### src/rtl/dag_pkg.sv
package dag_pkg;
  localparam int unsigned ADDR_W   = 32;
  localparam int unsigned CFG_W    = 32;
  localparam int unsigned SIZE_W   = 2;
  localparam int unsigned PINC_BIT = 9;
  localparam int unsigned MINC_BIT = 10;
  localparam int unsigned PFIX_BIT = 15;
  localparam int unsigned FIX_STEP = 4;

  typedef enum logic [SIZE_W-1:0] {
    SZ_BYTE = 2'b00,
    SZ_HALF = 2'b01,
    SZ_WORD = 2'b10,
    SZ_RSVD = 2'b11
  } size_e;

  // Width code to byte step; the reserved code counts as a word.
  function automatic logic [ADDR_W-1:0] size_bytes(input size_e sz);
    unique case (sz)
      SZ_BYTE: size_bytes = ADDR_W'(1);
      SZ_HALF: size_bytes = ADDR_W'(2);
      default: size_bytes = ADDR_W'(4);
    endcase
  endfunction
endpackage

### src/rtl/dag_rst_sync.sv
module dag_rst_sync #(
  parameter int unsigned STAGES = 2
) (
  input  logic clk,
  input  logic rst_n,
  output logic rst_sync_n
);
  logic [STAGES-1:0] sync_q;

  always_ff @(posedge clk or negedge rst_n) begin
    if (!rst_n) sync_q <= '0;
    else        sync_q <= {sync_q[STAGES-2:0], 1'b1};
  end

  assign rst_sync_n = sync_q[STAGES-1];
endmodule

### src/rtl/dag_step.sv
module dag_step
  import dag_pkg::*;
#(
  parameter bit HAS_FIX = 1'b0
) (
  input  logic              inc_en,
  input  logic              fix_en,
  input  size_e             size,
  output logic [ADDR_W-1:0] step
);
  logic [ADDR_W-1:0] width_step;

  assign width_step = size_bytes(size);

  generate
    if (HAS_FIX) begin : g_fix
      always_comb begin
        if (!inc_en)     step = '0;
        else if (fix_en) step = ADDR_W'(FIX_STEP);
        else             step = width_step;
      end
    end else begin : g_nofix
      logic unused_fix;
      assign unused_fix = fix_en;
      always_comb begin
        step = inc_en ? width_step : '0;
      end
    end
  endgenerate
endmodule

### src/rtl/dag_addr_reg.sv
module dag_addr_reg
  import dag_pkg::*;
(
  input  logic              clk,
  input  logic              rst_n,
  input  logic              load,
  input  logic              adv,
  input  logic [ADDR_W-1:0] start,
  input  logic [ADDR_W-1:0] step,
  output logic [ADDR_W-1:0] addr_q
);
  logic [ADDR_W-1:0] addr_d;
  logic              addr_en;

  assign addr_en = load | adv;

  always_comb begin
    if (load) addr_d = start;
    else      addr_d = addr_q + step;
  end

  always_ff @(posedge clk or negedge rst_n) begin
    if (!rst_n)       addr_q <= '0;
    else if (addr_en) addr_q <= addr_d;
  end
endmodule

### src/rtl/dma_addr_gen.sv
module dma_addr_gen
  import dag_pkg::*;
(
  input  logic        clk,
  input  logic        rst_n,
  input  logic        load_i,
  input  logic        beat_i,
  input  logic [31:0] cfg_i,
  input  logic [1:0]  per_size_i,
  input  logic [1:0]  mem_size_i,
  input  logic [31:0] per_start_i,
  input  logic [31:0] mem_start_i,
  output logic [31:0] per_addr_o,
  output logic [31:0] mem_addr_o
);
  logic              rst_sync_n;
  logic              pinc_q, minc_q, pfix_q;
  size_e             psize_q, msize_q;
  logic              pinc_d, minc_d, pfix_d;
  size_e             psize_d, msize_d;
  logic [ADDR_W-1:0] per_step, mem_step;
  logic              adv;

  dag_rst_sync #(.STAGES(2)) rst_sync_i (
    .clk        (clk),
    .rst_n      (rst_n),
    .rst_sync_n (rst_sync_n)
  );

  // Configuration capture: next-state
  always_comb begin
    pinc_d  = cfg_i[PINC_BIT];
    minc_d  = cfg_i[MINC_BIT];
    pfix_d  = cfg_i[PFIX_BIT];
    psize_d = size_e'(per_size_i);
    msize_d = size_e'(mem_size_i);
  end

  always_ff @(posedge clk or negedge rst_sync_n) begin
    if (!rst_sync_n) begin
      pinc_q  <= 1'b0;
      minc_q  <= 1'b0;
      pfix_q  <= 1'b0;
      psize_q <= SZ_BYTE;
      msize_q <= SZ_BYTE;
    end else if (load_i) begin
      pinc_q  <= pinc_d;
      minc_q  <= minc_d;
      pfix_q  <= pfix_d;
      psize_q <= psize_d;
      msize_q <= msize_d;
    end
  end

  dag_step #(.HAS_FIX(1'b1)) per_step_i (
    .inc_en (pinc_q),
    .fix_en (pfix_q),
    .size   (psize_q),
    .step   (per_step)
  );

  dag_step #(.HAS_FIX(1'b0)) mem_step_i (
    .inc_en (minc_q),
    .fix_en (1'b0),
    .size   (msize_q),
    .step   (mem_step)
  );

  assign adv = beat_i & ~load_i;

  dag_addr_reg per_reg_i (
    .clk    (clk),
    .rst_n  (rst_sync_n),
    .load   (load_i),
    .adv    (adv),
    .start  (per_start_i),
    .step   (per_step),
    .addr_q (per_addr_o)
  );

  dag_addr_reg mem_reg_i (
    .clk    (clk),
    .rst_n  (rst_sync_n),
    .load   (load_i),
    .adv    (adv),
    .start  (mem_start_i),
    .step   (mem_step),
    .addr_q (mem_addr_o)
  );
endmodule

### config.mk
export PLATFORM = sky130hd
export DESIGN_NAME = dma_addr_gen
export DESIGN_NICKNAME = d
export VERILOG_FILES = /design/src/rtl/dag_pkg.sv /design/src/rtl/dag_rst_sync.sv /design/src/rtl/dag_step.sv /design/src/rtl/dag_addr_reg.sv /design/src/rtl/dma_addr_gen.sv
export SDC_FILE = /design/constraint.sdc
export NUM_CORES = 1
export LEC_CHECK = 0
export BUFFER_PORTS_ARGS = -buffer_cell sky130_fd_sc_hd__buf_2
export CORE_ASPECT_RATIO = 1.75
export CORE_MARGIN = 5
export CORE_UTILIZATION = 50
export DETAILED_ROUTE_END_ITERATION = 12
export PLACE_DENSITY = 0.84
export SLEW_MARGIN = 15
export SYNTH_ARGS = -nofsm -noshare
export SYNTH_HDL_FRONTEND = slang
export SYNTH_SLANG_ARGS = --single-unit
export TNS_END_PERCENT = 5
### constraint.sdc
create_clock -name clk -period 5.4 [get_ports clk]
set_input_delay 1.08 -clock clk [delete_from_list [all_inputs] [get_ports clk]]
set_output_delay 1.08 -clock clk [all_outputs]
set_load 0.005 [all_outputs]
* Word-level counts from Yosys, hierarchy flattened *
Index checks and enable logic that the tools add are counted.

cells by class
  muxes and demuxes = 7
  bitwise logic cells = 3
  reduce and logical (&&, ||, !) cells = 2
  equality and inequality tests = 2
  add/sub/neg operators = 2

operator list
  kind                                                 count
  two-way mux 32 bit                                   3
  adder 32 x 3 -> 32 bit                               1
  adder 32 bit                                         1
  case mux 3 bit (2 select lines)                      2
  two-way mux 3 bit                                    2
  equality test 2 x 1 -> 1 bit, second input constant  2
  zero test 2 bit                                      2
  AND 1 bit                                            1
  NOT 1 bit                                            1
  OR 1 bit                                             1

storage, ports and cells
  word-level logic and storage cells = 24
  output and inout port bits = 64
  bits in registers = 73

* Logic depth before layout (Yosys ltp) *
Gate-level depths: netlist of run 1.

  word-level depth = 6
  mapped depth = 10
  depth with buffers taken out = 8

* Cells and area by module *
A second synthesis of run 1 with hierarchy kept.

unflattened totals
  cell total of the unflattened synthesis = 809
  area total of the unflattened synthesis = 7065.5 µm²

modules (own cells, without submodules)
  module                    cells an instance  area each (µm²)  instances  seq. area each (µm²)
  dag_addr_reg (per_reg_i)  360                3136.8           1          800.8
  dag_addr_reg (mem_reg_i)  363                3064.2           1          800.8
  dma_addr_gen              17                 304.0            1          175.2
  dag_step (per_step_i)     33                 256.5            1          0.0
  dag_step (mem_step_i)     33                 250.2            1          0.0
  dag_rst_sync              3                  53.8             1          50.0

* Worst setup path after synthesis of run 1 *
OpenSTA, ideal clock, no wires.

  path type = reg-to-reg
  start = register msize_q[1]
  end = register mem_reg_i.addr_q[22]
  path slack = 2931 ps
  stages on the path, launching flop included = 10
  required time = 5318 ps
  arrival = 2387 ps
  setup time = 82 ps
  cells stage by stage = dfrtp_1 nor3b_1 ha_1 inv_1 fa_1 nor2b_1 o2111ai_1 buf_2 or4_1 a31oi_1

on the way
  word-level cells in the longest chain between the ends = 5
  elaborated cells between the ends (all ways) = 6

ends and longest elaborated chain
  item                                                                    RTL line            text
  start, declared                                                         dma_addr_gen.sv:18  size_e psize_q, msize_q;
  start signal, assigned                                                  dma_addr_gen.sv:51  msize_q <= msize_d;
  equality test 2 x 1 -> 1 bit / zero test 2 bit (equally long branches)  dag_pkg.sv:19       unique case (sz)
  case mux 3 bit (2 select lines) *                                       dag_pkg.sv:19
  two-way mux 3 bit *                                                     dag_step.sv:26      step = inc_en ? width_step : '0;
  adder 32 x 3 -> 32 bit *                                                dag_addr_reg.sv:19  else addr_d = addr_q + step;
  two-way mux 32 bit *                                                    dag_addr_reg.sv:18  if (load) addr_d = start;
  end signal, assigned                                                    dag_addr_reg.sv:24  else if (addr_en) addr_q <= addr_d;
  end, declared                                                           dag_addr_reg.sv:10  output logic [ADDR_W-1:0] addr_q

Mark *: on every way between the ends. The rest lies on a longest branch, timed or not.
A chain may end at the register's enable or synchronous reset.

* Worst setup path after layout of run 1 *
  start = register psize_q[1]
  end = register per_reg_i.addr_q[19]

on the way
  word-level cells in the longest chain between the ends = 6
  elaborated cells between the ends (all ways) = 7

ends and longest elaborated chain
  item                                                                    RTL line            text
  start, declared                                                         dma_addr_gen.sv:18
  start signal, assigned                                                  dma_addr_gen.sv:50  psize_q <= psize_d;
  equality test 2 x 1 -> 1 bit / zero test 2 bit (equally long branches)  dag_pkg.sv:19
  case mux 3 bit (2 select lines) *                                       dag_pkg.sv:19
  two-way mux 3 bit *                                                     dag_step.sv:19      else if (fix_en) step = ADDR_W'(FIX_STEP);
  two-way mux 32 bit *                                                    dag_step.sv:18      if (!inc_en) step = '0;
  adder 32 bit *                                                          dag_addr_reg.sv:19
  two-way mux 32 bit *                                                    dag_addr_reg.sv:18
  end signal, assigned                                                    dag_addr_reg.sv:24
  end, declared                                                           dag_addr_reg.sv:10

Marked as above.

==> qor.yml, run 1 <==
status: "completed"
drtPass1Iterations: 5
instances_no_fill: 748
worstHoldPathType: "flop to flop"
gp_congestion: 0.897
clk_pin_slew_ns: 0.06
htree_levels: 3
start_util_pct: 50.8
ys_ff_latch: 73
antenna_cells: 0
period_needed_ns: 2.98
cp_max_fo: 7
final-max-slew-violation-count: 0
grt_max_degree: 83
use_met1_pct: 26.4
ant_nets: 0
yosys.area.top_type: "dfrtp_1"
synth.top_cell.area_share_pct: 41.4
critPathBufInv: 0
ys_seq_area_share_pct: 41.4
grtUsageMet2_pct: 37.7
drt_first_iter_violations: 290
pin_count: 168
antenna_found_initial: 0
post-dp-hpwl_um: 8830
cts_hold_buf: 0
cts_tree: "yes"
busiest_layer: "met2"
crit_path_start_kind: "flop"
yosys_warnings: 0
root_buffer: "clkbuf_16"
fin_crit_sh_pct: 55.1
cts_resized: 0
setup_ws_ns: 2.42
dp.cells: 732
finalSetupViolations: 0
finalHoldViolations: 0
fin_setup_tns_ns: 0
final_nets: 738
num_rows: 45
utilization_pct: 63.4
die-area_sq_mm: 0.0109
areaGrowthSynthToFinish_pct: 24.8
portBuffers: 138
grt_overflow: 0
core_area_sq_mm: 0.00867
drt-wirelength-per-cell_um: 16.2
place_area_sq_mm: 0.00519
nFillCells: 789
tightest_slew_ns: 1.24
synth_area_sq_mm: 0.00441
cp_top_family: "simple AND/OR/NAND/NOR gates"
syn_nets: 608
route.detailed.drc: 0
drive_gt1_share_pct: 27.4
crit_path_end_kind: "flop"
crit_slowest_cell: "nor4_1"
hold_ws_ns: 0.356
ys.flop_type: "dfrtp_1"
post_cts_buffers: 0
mostFrequentLayoutCells: "buf_2 (138), dfrtp_1 (72), nand2_1 (45), nor2_1 (38), o21ai_0 (32)"
syn_area_per_cell_sq_um: 8.89
final_area_sq_mm: 0.00550
vias_per_cell: 6.05
p_leak_nw: 2.32
synth_cells: 496
numCtsBuffers: 9
power_mw: 1.58
post-place-ws_ns: 2.12
synthDistinctLibCells: 55
path_common_cell: "a211oi_1"
skew_ns: 0.00539
arrival_ns: 3.19
crit_type: "flop to flop"
final_common_cell: "buf_2"
totalWireLength_um: 12100
slew_headroom_pct: 16.6
power.density_mw_per_mm2: 288
die_w_um: 81.0
cp_cell_sequence: "nor4bb_1, ha_1, a211oi_1, nor4_1, a211oi_1, a221o_1"
vdd_drop_max_mv: 0.263
grt_use_total_pct: 22.7
fmax_ghz: 0.336
cpPeakStageDelay_ns: 1.02
rsz0062_at_grt: "no"
worstPathRequired_ns: 5.61
globalRouteMet3Util_pct: 5.24
grt_pass1_vias: 4402
async_reset_ff_share_pct: 100
cap_violations: 0
clock-sinks: 73
synth-edff-count: 0
die_y_um: 134
clock_latency_ns: 0.34
synth_area_leaders: "dfrtp_1 (41%), or4_1 (4.6%), a31oi_1 (4.1%)"
grt_pass1_wl_um: 19800
cts_buffer_depth: 2
vias: 4522
==> sequential cells by signal, summed over array words and instances (netlist names) <==
signal	flops
msize_q	2
mem_reg_i.addr_q	32
psize_q	2
pinc_q	1
per_reg_i.addr_q	32
pfix_q	1
rst_sync_i.sync_q	2
minc_q	1
==> metal layers <==
| layer | up-vias | part of all wire (%) |
|---|---|---|
| met5 | - | 0 |
| met4 | 0 | 3.0 |
| met3 | 32 | 7.7 |
| met2 | 195 | 51 |
| met1 | 2123 | 39 |
| li1 | 2172 | - |
==> where the power goes <==
group	switching [mW]	internal, mW
registers	0.0755	0.601
logic	0.148	0.131
clock network	0.226	0.402
==> area by class of cell <==
class / instances / area [sq um] / area share, %
multi-input cells: 385 / 2430 / 44.3
inverters: 14 / 52.6 / 0.955
flip-flops and latches: 73 / 1830 / 33.2
well taps: 117 / 146 / 2.66
repair buffers: 143 / 728 / 13.2
clock buffers: 10 / 229 / 4.16
clock inverters: 6 / 82.6 / 1.50
==> cells in the mapped netlist, drive strengths merged (4+ instances only) <==
library cell / count
o31ai: 23
nor2: 38
and2: 4
ha: 6
o211ai: 8
o21ai: 34
buf: 4
clkbuf: 20
or3: 5
xor2: 6
dfrtp: 73
and4: 11
nor3: 8
xnor2: 12
nand3: 29
or4: 27
nand2: 45
a31oi: 29
nor2b: 6
a21oi: 8
mux2: 8
nor4: 11
and3: 5
inv: 14
nand4: 20
==> worst reg2reg max path, cell delays in order (launching register included) <==
cell	delay (ns)
dfrtp_1	0.41
nor4bb_1	0.51
ha_1	0.21
a211oi_1	0.17
nor4_1	1.03
a211oi_1	0.20
a221o_1	0.33
==> path summary, 6_finish.rpt <==
path,start,end,slack [ns],depth (start not counted)
min,rst_sync_i.sync_q[0]$_DFF_PN0_,rst_sync_i.sync_q[1]$_DFF_PN0_,0.36,0
min in group asynchronous,rst_sync_i.sync_q[1]$_DFF_PN0_,per_reg_i.addr_q[3]$_DFFE_PN0P_,0.47,1
max reg2reg,psize_q[1]$_DFFE_PN0P_,per_reg_i.addr_q[19]$_DFFE_PN0P_,2.42,6
max,psize_q[1]$_DFFE_PN0P_,per_reg_i.addr_q[19]$_DFFE_PN0P_,2.42,6
min reg2reg,rst_sync_i.sync_q[0]$_DFF_PN0_,rst_sync_i.sync_q[1]$_DFF_PN0_,0.36,0
max in group asynchronous,rst_sync_i.sync_q[1]$_DFF_PN0_,mem_reg_i.addr_q[21]$_DFFE_PN0P_,4.34,1
==> logic make-up after synthesis <==
kind of cell,share of synthesized area [%]
and+or+nand+nor,27.6
buffers and inverters,3.32
AOI/OAI and AO/OA,18.6
xor gates and xnor gates,3.58
DFF,41.4
adders and majority gates,2.61
muxes,2.73
other,0.0851
Note: power is estimated with default switching activity, not from simulation.
==> inputs of run 2 (changes only) <==
Clock period 5.4 ns to 2.8 ns, I/O delays scaled along.
==> qor.yml, run 2 (same netlist as run 1, synthesis figures left out) <==
status: "completed"  # unchanged
final_nets: 746  # was 738
drtPass1Iterations: 5  # unchanged
antenna_found_initial: 0  # unchanged
drt_first_iter_violations: 343  # was 290
num_rows: 45  # unchanged
route.detailed.drc: 0  # unchanged
grt_pass1_vias: 4595  # was 4,402
drt-wirelength-per-cell_um: 16.9  # was 16.2 um
clock_latency_ns: 0.34  # about the same
clk_pin_slew_ns: 0.06  # about the same
p_leak_nw: 2.35  # was 2.32 nW
ant_nets: 0  # unchanged
critPathBufInv: 1  # was 0
rsz0062_at_grt: "no"  # unchanged
crit_slowest_cell: "nor4bb_1"  # was nor4_1
clock-sinks: 73  # unchanged
crit_path_end_kind: "flop"  # unchanged
crit_path_start_kind: "flop"  # unchanged
root_buffer: "clkbuf_16"  # unchanged
slew_headroom_pct: 55.6  # was 16.6%
arrival_ns: 2.88  # was 3.19 ns
gp_congestion: 0.868  # was 0.897
cp_max_fo: 7  # unchanged
areaGrowthSynthToFinish_pct: 25.9  # was 24.8%
final-max-slew-violation-count: 0  # unchanged
die_w_um: 81.0  # unchanged
htree_levels: 3  # unchanged
drive_gt1_share_pct: 28.5  # was 27.4%
instances_no_fill: 756  # was 748
finalSetupViolations: 0  # unchanged
cp_cell_sequence: "nor4bb_1, ha_1, a211oi_1, buf_4, or2_0, or4_1, a31oi_1"  # was nor4bb_1, ha_1, a211oi_1, nor4_1, a211oi_1, a221o_1
vias_per_cell: 6.13  # was 6.05
grt_use_total_pct: 23.9  # was 22.7%
power.density_mw_per_mm2: 530  # was 288 mW/mm^2
vdd_drop_max_mv: 0.379  # was 0.263 mV
top_regs: "mem_reg_i.addr_q x32, per_reg_i.addr_q x32"  # unchanged
cts_tree: "yes"  # unchanged
worstHoldPathType: "flop to async pin"  # was flop to flop
crit_type: "flop to flop"  # unchanged
finalHoldViolations: 0  # unchanged
mostFrequentLayoutCells: "buf_2 (138), dfrtp_1 (72), nand2_1 (45), nor2_1 (38), o21ai_0 (32)"  # unchanged
fin_crit_sh_pct: 93.9  # was 55.1%
cap_violations: 0  # unchanged
grt_max_degree: 62  # was 83
grt_overflow: 0  # unchanged
cpPeakStageDelay_ns: 0.56  # was 1.02 ns
final_common_cell: "buf_2"  # unchanged
nFillCells: 776  # was 789
worstPathRequired_ns: 3.05  # was 5.61 ns
totalWireLength_um: 12800  # was 12,100 um
skew_ns: 0.00528  # was 0.00539 ns
fin_setup_tns_ns: 0  # unchanged
period_needed_ns: 2.63  # was 2.98 ns
utilization_pct: 64.0  # was 63.4%
die_y_um: 134  # unchanged
power_mw: 2.94  # was 1.58 mW
antenna_cells: 0  # unchanged
grt_pass1_wl_um: 20600  # was 19,800 um
post_cts_buffers: 0  # unchanged
numCtsBuffers: 9  # unchanged
start_util_pct: 50.8  # unchanged
cts_buffer_depth: 2  # unchanged
die-area_sq_mm: 0.0109  # unchanged
fmax_ghz: 0.380  # was 0.336 GHz
tightest_slew_ns: 0.661  # was 1.24 ns
post-dp-hpwl_um: 9330  # was 8830 um
portBuffers: 138  # unchanged
core_area_sq_mm: 0.00867  # unchanged
hold_ws_ns: 0.143  # was 0.356 ns
vias: 4638  # was 4,522
cp_top_family: "simple AND/OR/NAND/NOR gates"  # unchanged
pin_count: 168  # unchanged
dp.cells: 739  # was 732
run 2: metrics by stage:
| stage | cell area [sq um] | setup WS, ns |
|---|---|---|
| after floorplan | 4410 | 0.331 |
| after global placement | 5260 | 0.300 |
| after detailed placement | 5260 | 0.181 |
| final | 5550 | 0.171 |
| after global routing | 5550 | 0.000853 |
| after CTS | 5540 | 0.166 |
run 2: routing by layer:
metal / GRT usage, % / up-vias / share of wire (%)
li1: - / 2180 / -
met1: 26.8 / 2218 / 37
met2: 41.6 / 202 / 52
met3: 5.24 / 38 / 7.4
met4: 11.7 / 0 / 2.8
met5: 0 / - / 0
run 2: final cells by class:
| type | count | area [sq um] | share of cell area, % |
|---|---|---|---|
| Clock buffer | 13 | 260 | 4.69 |
| Sequential cell | 73 | 1830 | 32.9 |
| Multi-Input combinational cell | 385 | 2440 | 44.0 |
| Timing Repair Buffer | 151 | 803 | 14.5 |
| Inverter | 14 | 52.6 | 0.947 |
| Clock inverter | 3 | 15.0 | 0.271 |
| Tap cell | 117 | 146 | 2.64 |
run 2: what timing repair did:
action / in CTS / in global routing
setup endpoints to repair: 0 / 2
gates resized for setup: 0 / 3
hold buffers: 1 / 0
hold endpoints to repair: 2 / 0
run 2: report_power, final:
part	switching, mW	internal (mW)	total (mW)
clock	0.429	0.643	1.07
combinational	0.292	0.264	0.556
sequential	0.154	1.16	1.31
run 2: final timing paths:
path                                                start  cells after the start                                to  slack [ns]
max in group asynchronous  rst_sync_i.sync_q[1]$_DFF_PN0_                      1   mem_reg_i.addr_q[0]$_DFFE_PN0P_        2.05
setup reg to reg                   psize_q[1]$_DFFE_PN0P_                      7  per_reg_i.addr_q[15]$_DFFE_PN0P_        0.17
setup / recovery                   psize_q[1]$_DFFE_PN0P_                      7  per_reg_i.addr_q[15]$_DFFE_PN0P_        0.17
min in group clk           rst_sync_i.sync_q[0]$_DFF_PN0_                      0    rst_sync_i.sync_q[1]$_DFF_PN0_        0.35
hold / removal             rst_sync_i.sync_q[1]$_DFF_PN0_                      0  per_reg_i.addr_q[14]$_DFFE_PN0P_        0.14
hold reg to reg            rst_sync_i.sync_q[1]$_DFF_PN0_                      0  per_reg_i.addr_q[14]$_DFFE_PN0P_        0.14
==> inputs of run 3 (changes only) <==
Settings changed: ABC_AREA set to 1, PLACE_DENSITY 0.84 to 0.82, SLEW_MARGIN 15 to not set.
==> qor.yml, run 3 <==
status: "completed"  # unchanged
finalSetupViolations: 0  # unchanged
critPathBufInv: 2  # was 1
ant_nets: 0  # unchanged
crit_path_end_kind: "flop"  # unchanged
period_needed_ns: 2.28  # was 2.63 ns
final_nets: 964  # was 746
core_area_sq_mm: 0.00985  # was 0.00867 sq mm
clock_power_share_pct: 41.1  # was 36.4%
synth_area_leaders: "dfrtp_1 (36%), nand2_1 (20%), a22oi_1 (8.2%)"  # was dfrtp_1 (41%), or4_1 (4.6%), a31oi_1 (4.1%)
worstHoldPathType: "flop to async pin"  # unchanged
tightest_slew_ns: 0.767  # was 0.661 ns
vias_per_cell: 5.37  # was 6.13
arrival_ns: 2.55  # was 2.88 ns
ys_seq_area_share_pct: 36.5  # was 41.4%
portBuffers: 138  # unchanged
start_util_pct: 50.8  # about the same
fin_crit_sh_pct: 81.3  # was 93.9%
gp_congestion: 0.956  # was 0.868
synth-edff-count: 0  # unchanged
crit_type: "flop to flop"  # unchanged
mostFrequentLayoutCells: "nand2_1 (271), buf_2 (138), nor2_1 (83), dfrtp_1 (72), a22oi_1 (55)"  # was buf_2 (138), dfrtp_1 (72), nand2_1 (45), nor2_1 (38), o21ai_0 (32)
top_regs: "mem_reg_i.addr_q x32, per_reg_i.addr_q x32"  # unchanged
num_rows: 48  # was 45
cp_cell_sequence: "nor3_1, ha_1, inv_1, fa_1, inv_1, nand2_1, nand2_1, nand3_1, nor2_1, or2_2, nand3_1, nand2_1"  # was nor4bb_1, ha_1, a211oi_1, buf_4, or2_0, or4_1, a31oi_1
drt_first_iter_violations: 243  # was 343
die_w_um: 85.7  # was 81.0 um
path_common_cell: "nand2_1"
grt_pass1_vias: 5289  # was 4,595
cp_top_family: "simple AND/OR/NAND/NOR gates"  # unchanged
die_y_um: 142  # was 134 um
slew_headroom_pct: 48.8  # was 55.6%
grt_pass1_wl_um: 24700  # was 20,600 um
cts_tree: "yes"  # unchanged
fmax_ghz: 0.439  # was 0.380 GHz
async_reset_ff_share_pct: 100  # unchanged
final-max-slew-violation-count: 0  # unchanged
ys_ff_latch: 73  # unchanged
totalWireLength_um: 15300  # was 12,800 um
syn_nets: 828  # was 608
synth.top_cell.area_share_pct: 36.5  # was 41.4%
sw_frac_of_total_pct: 29.2  # was 29.7%
antenna_found_initial: 0  # unchanged
pin_count: 168  # unchanged
synth_area_sq_mm: 0.00501  # was 0.00441 sq mm
grt_overflow: 0  # unchanged
rrSetupSlack_ns: 0.52  # was 0.17 ns
cts_buffer_depth: 2  # unchanged
yosys_warnings: 0  # unchanged
syn_area_per_cell_sq_um: 6.99  # was 8.89 sq um
use_met1_pct: 26.3  # was 26.8%
synth_common_cells: "nand2_1 (271), nor2_1 (83), dfrtp_1 (73), a22oi_1 (55), inv_1 (49)"  # was dfrtp_1 (73), nand2_1 (45), nor2_1 (38), o21ai_0 (32)
skew_ns: 0.00651  # was 0.00528 ns
vdd_drop_max_mv: 0.362  # was 0.379 mV
grt_max_degree: 52  # was 62
vias: 5275  # was 4,638
areaGrowthSynthToFinish_pct: 23.8  # was 25.9%
synthDistinctLibCells: 30  # was 55
fin_setup_tns_ns: 0  # unchanged
p_comb_share_pct: 18.0  # was 18.9%
drive_gt1_share_pct: 23.1  # was 28.5%
rsz0062_at_grt: "no"  # unchanged
cp_max_fo: 4  # was 7
yosysMostFrequentCell: "nand2_1"  # was dfrtp_1
clock_latency_ns: 0.33  # was 0.34 ns
yosys.area.top_type: "dfrtp_1"  # unchanged
cap_violations: 0  # unchanged
htree_levels: 3  # unchanged
finalHoldViolations: 0  # unchanged
drt-wirelength-per-cell_um: 15.6  # was 16.9 um
post-dp-hpwl_um: 11800  # was 9330 um
internal_power_mw: 2.33  # was 2.07 mW
power.density_mw_per_mm2: 530  # about the same
grtUsageMet2_pct: 47.6  # was 41.6%
antenna_cells: 0  # unchanged
clk_pin_slew_ns: 0.06  # about the same
globalRouteMet3Util_pct: 2.95  # was 5.24%
root_buffer: "clkbuf_16"  # unchanged
clock-sinks: 73  # unchanged
utilization_pct: 63.0  # was 64.0%
cts_resized: 0  # unchanged
crit_path_start_kind: "flop"  # unchanged
route.detailed.drc: 0  # unchanged
busiest_layer: "met2"  # unchanged
grt_use_total_pct: 25.7  # was 23.9%
die-area_sq_mm: 0.0122  # was 0.0109 sq mm
p_leak_nw: 3.00  # was 2.35 nW
seqPwrFrac_pct: 40.9  # was 44.7%
drtPass1Iterations: 5  # unchanged
crit_slowest_cell: "dfrtp_1"  # was nor4bb_1
worstPathRequired_ns: 3.07  # was 3.05 ns
ys.flop_type: "dfrtp_1"  # unchanged
synth_cells: 716  # was 496
final_common_cell: "nand2_1"  # was buf_2
numCtsBuffers: 9  # unchanged
cpPeakStageDelay_ns: 0.41  # was 0.56 ns
switchingPower_mw: 0.960  # was 0.875 mW
## run 3: changes by cell type in the layout (fill, tap and decap cells not counted), sizes merged, moves of 16 or more
cell   delta
or4      -27
nand3    +16
nor2     +67
a22oi    +52
a31oi    -29
o31ai    -23
nand2   +232
nand4    -19
inv      +36
## run 3: power by group through the flow
stage	logic [mW]	registers [mW]	clock network, mW
6_report	0.590	1.34	1.35
2_1_floorplan	0.342	1.33	0
3_5_place_dp	0.593	1.36	0
5_1_grt	0.671	1.37	1.41
3_3_place_gp	0.579	1.36	0
4_1_cts	0.598	1.34	1.37
## run 3: cell type report
cell class | instances | area (sq um)
Tap cell | 125 | 156
Clock inverter | 5 | 103
Multi-Input combinational cell | 572 | 2910
Fill cell | 896 | 3650
Timing Repair Buffer | 146 | 778
Inverter | 50 | 188
Clock buffer | 11 | 243
Sequential cell | 73 | 1830
## run 3: path summary, 6_finish.rpt
check,startpoint,endpoint,cells past startpoint
worst max-delay path,msize_q[1]$_DFFE_PN0P_,mem_reg_i.addr_q[18]$_DFFE_PN0P_,12
worst min register to register,rst_sync_i.sync_q[1]$_DFF_PN0_,per_reg_i.addr_q[6]$_DFFE_PN0P_,0
worst min-delay path,rst_sync_i.sync_q[1]$_DFF_PN0_,per_reg_i.addr_q[6]$_DFFE_PN0P_,0
max in group asynchronous,rst_sync_i.sync_q[1]$_DFF_PN0_,mem_reg_i.addr_q[8]$_DFFE_PN0P_,1
worst max register to register,msize_q[1]$_DFFE_PN0P_,mem_reg_i.addr_q[18]$_DFFE_PN0P_,12
min in group clk,rst_sync_i.sync_q[0]$_DFF_PN0_,rst_sync_i.sync_q[1]$_DFF_PN0_,0
## run 3: worst register-to-register path, delay by kind of cell (launching register included)
kind,cells,cell delay [ns]
buf+inv,2,0.14
fa+ha+maj,2,0.57
simple gates,8,1.11
flops,1,0.41
## run 3: metrics by stage
step	hold slack (ns)	cell area [sq um]	setup slack [ns]	cells	power (mW)
after floorplan	0.264	5010	0.617	716	1.67
after global placement	0.337	5850	0.626	965	1.94
after detailed placement	0.340	5850	0.570	965	1.95
after CTS	0.355	6200	0.537	982	3.31
after global routing	0.375	6200	0.301	982	3.45
final	0.342	6200	0.523	982	3.28
## run 3: per-layer routing
metal / part of all wire, % / wire [um]
met2: 54 / 8310
met5: 0 / 0
met1: 34 / 5230
met4: 6.4 / 988
met3: 5.2 / 794
## run 3: cell families after synthesis
group	share of synthesized area, %
muxes	0.225
other	0.0749
buffers and inverters	5.60
adders and majority gates	2.30
DFF	36.5
AOI/OAI and AO/OA	12.1
xor gates and xnor gates	3.85
and+or+nand+nor	39.4
## run 3: what timing repair did
| action | in CTS | in global routing |
|---|---|---|
| buffers inserted | 0 | 0 |
| hold buffers | 1 | 0 |
| endpoints found under the hold margin | 2 | 0 |
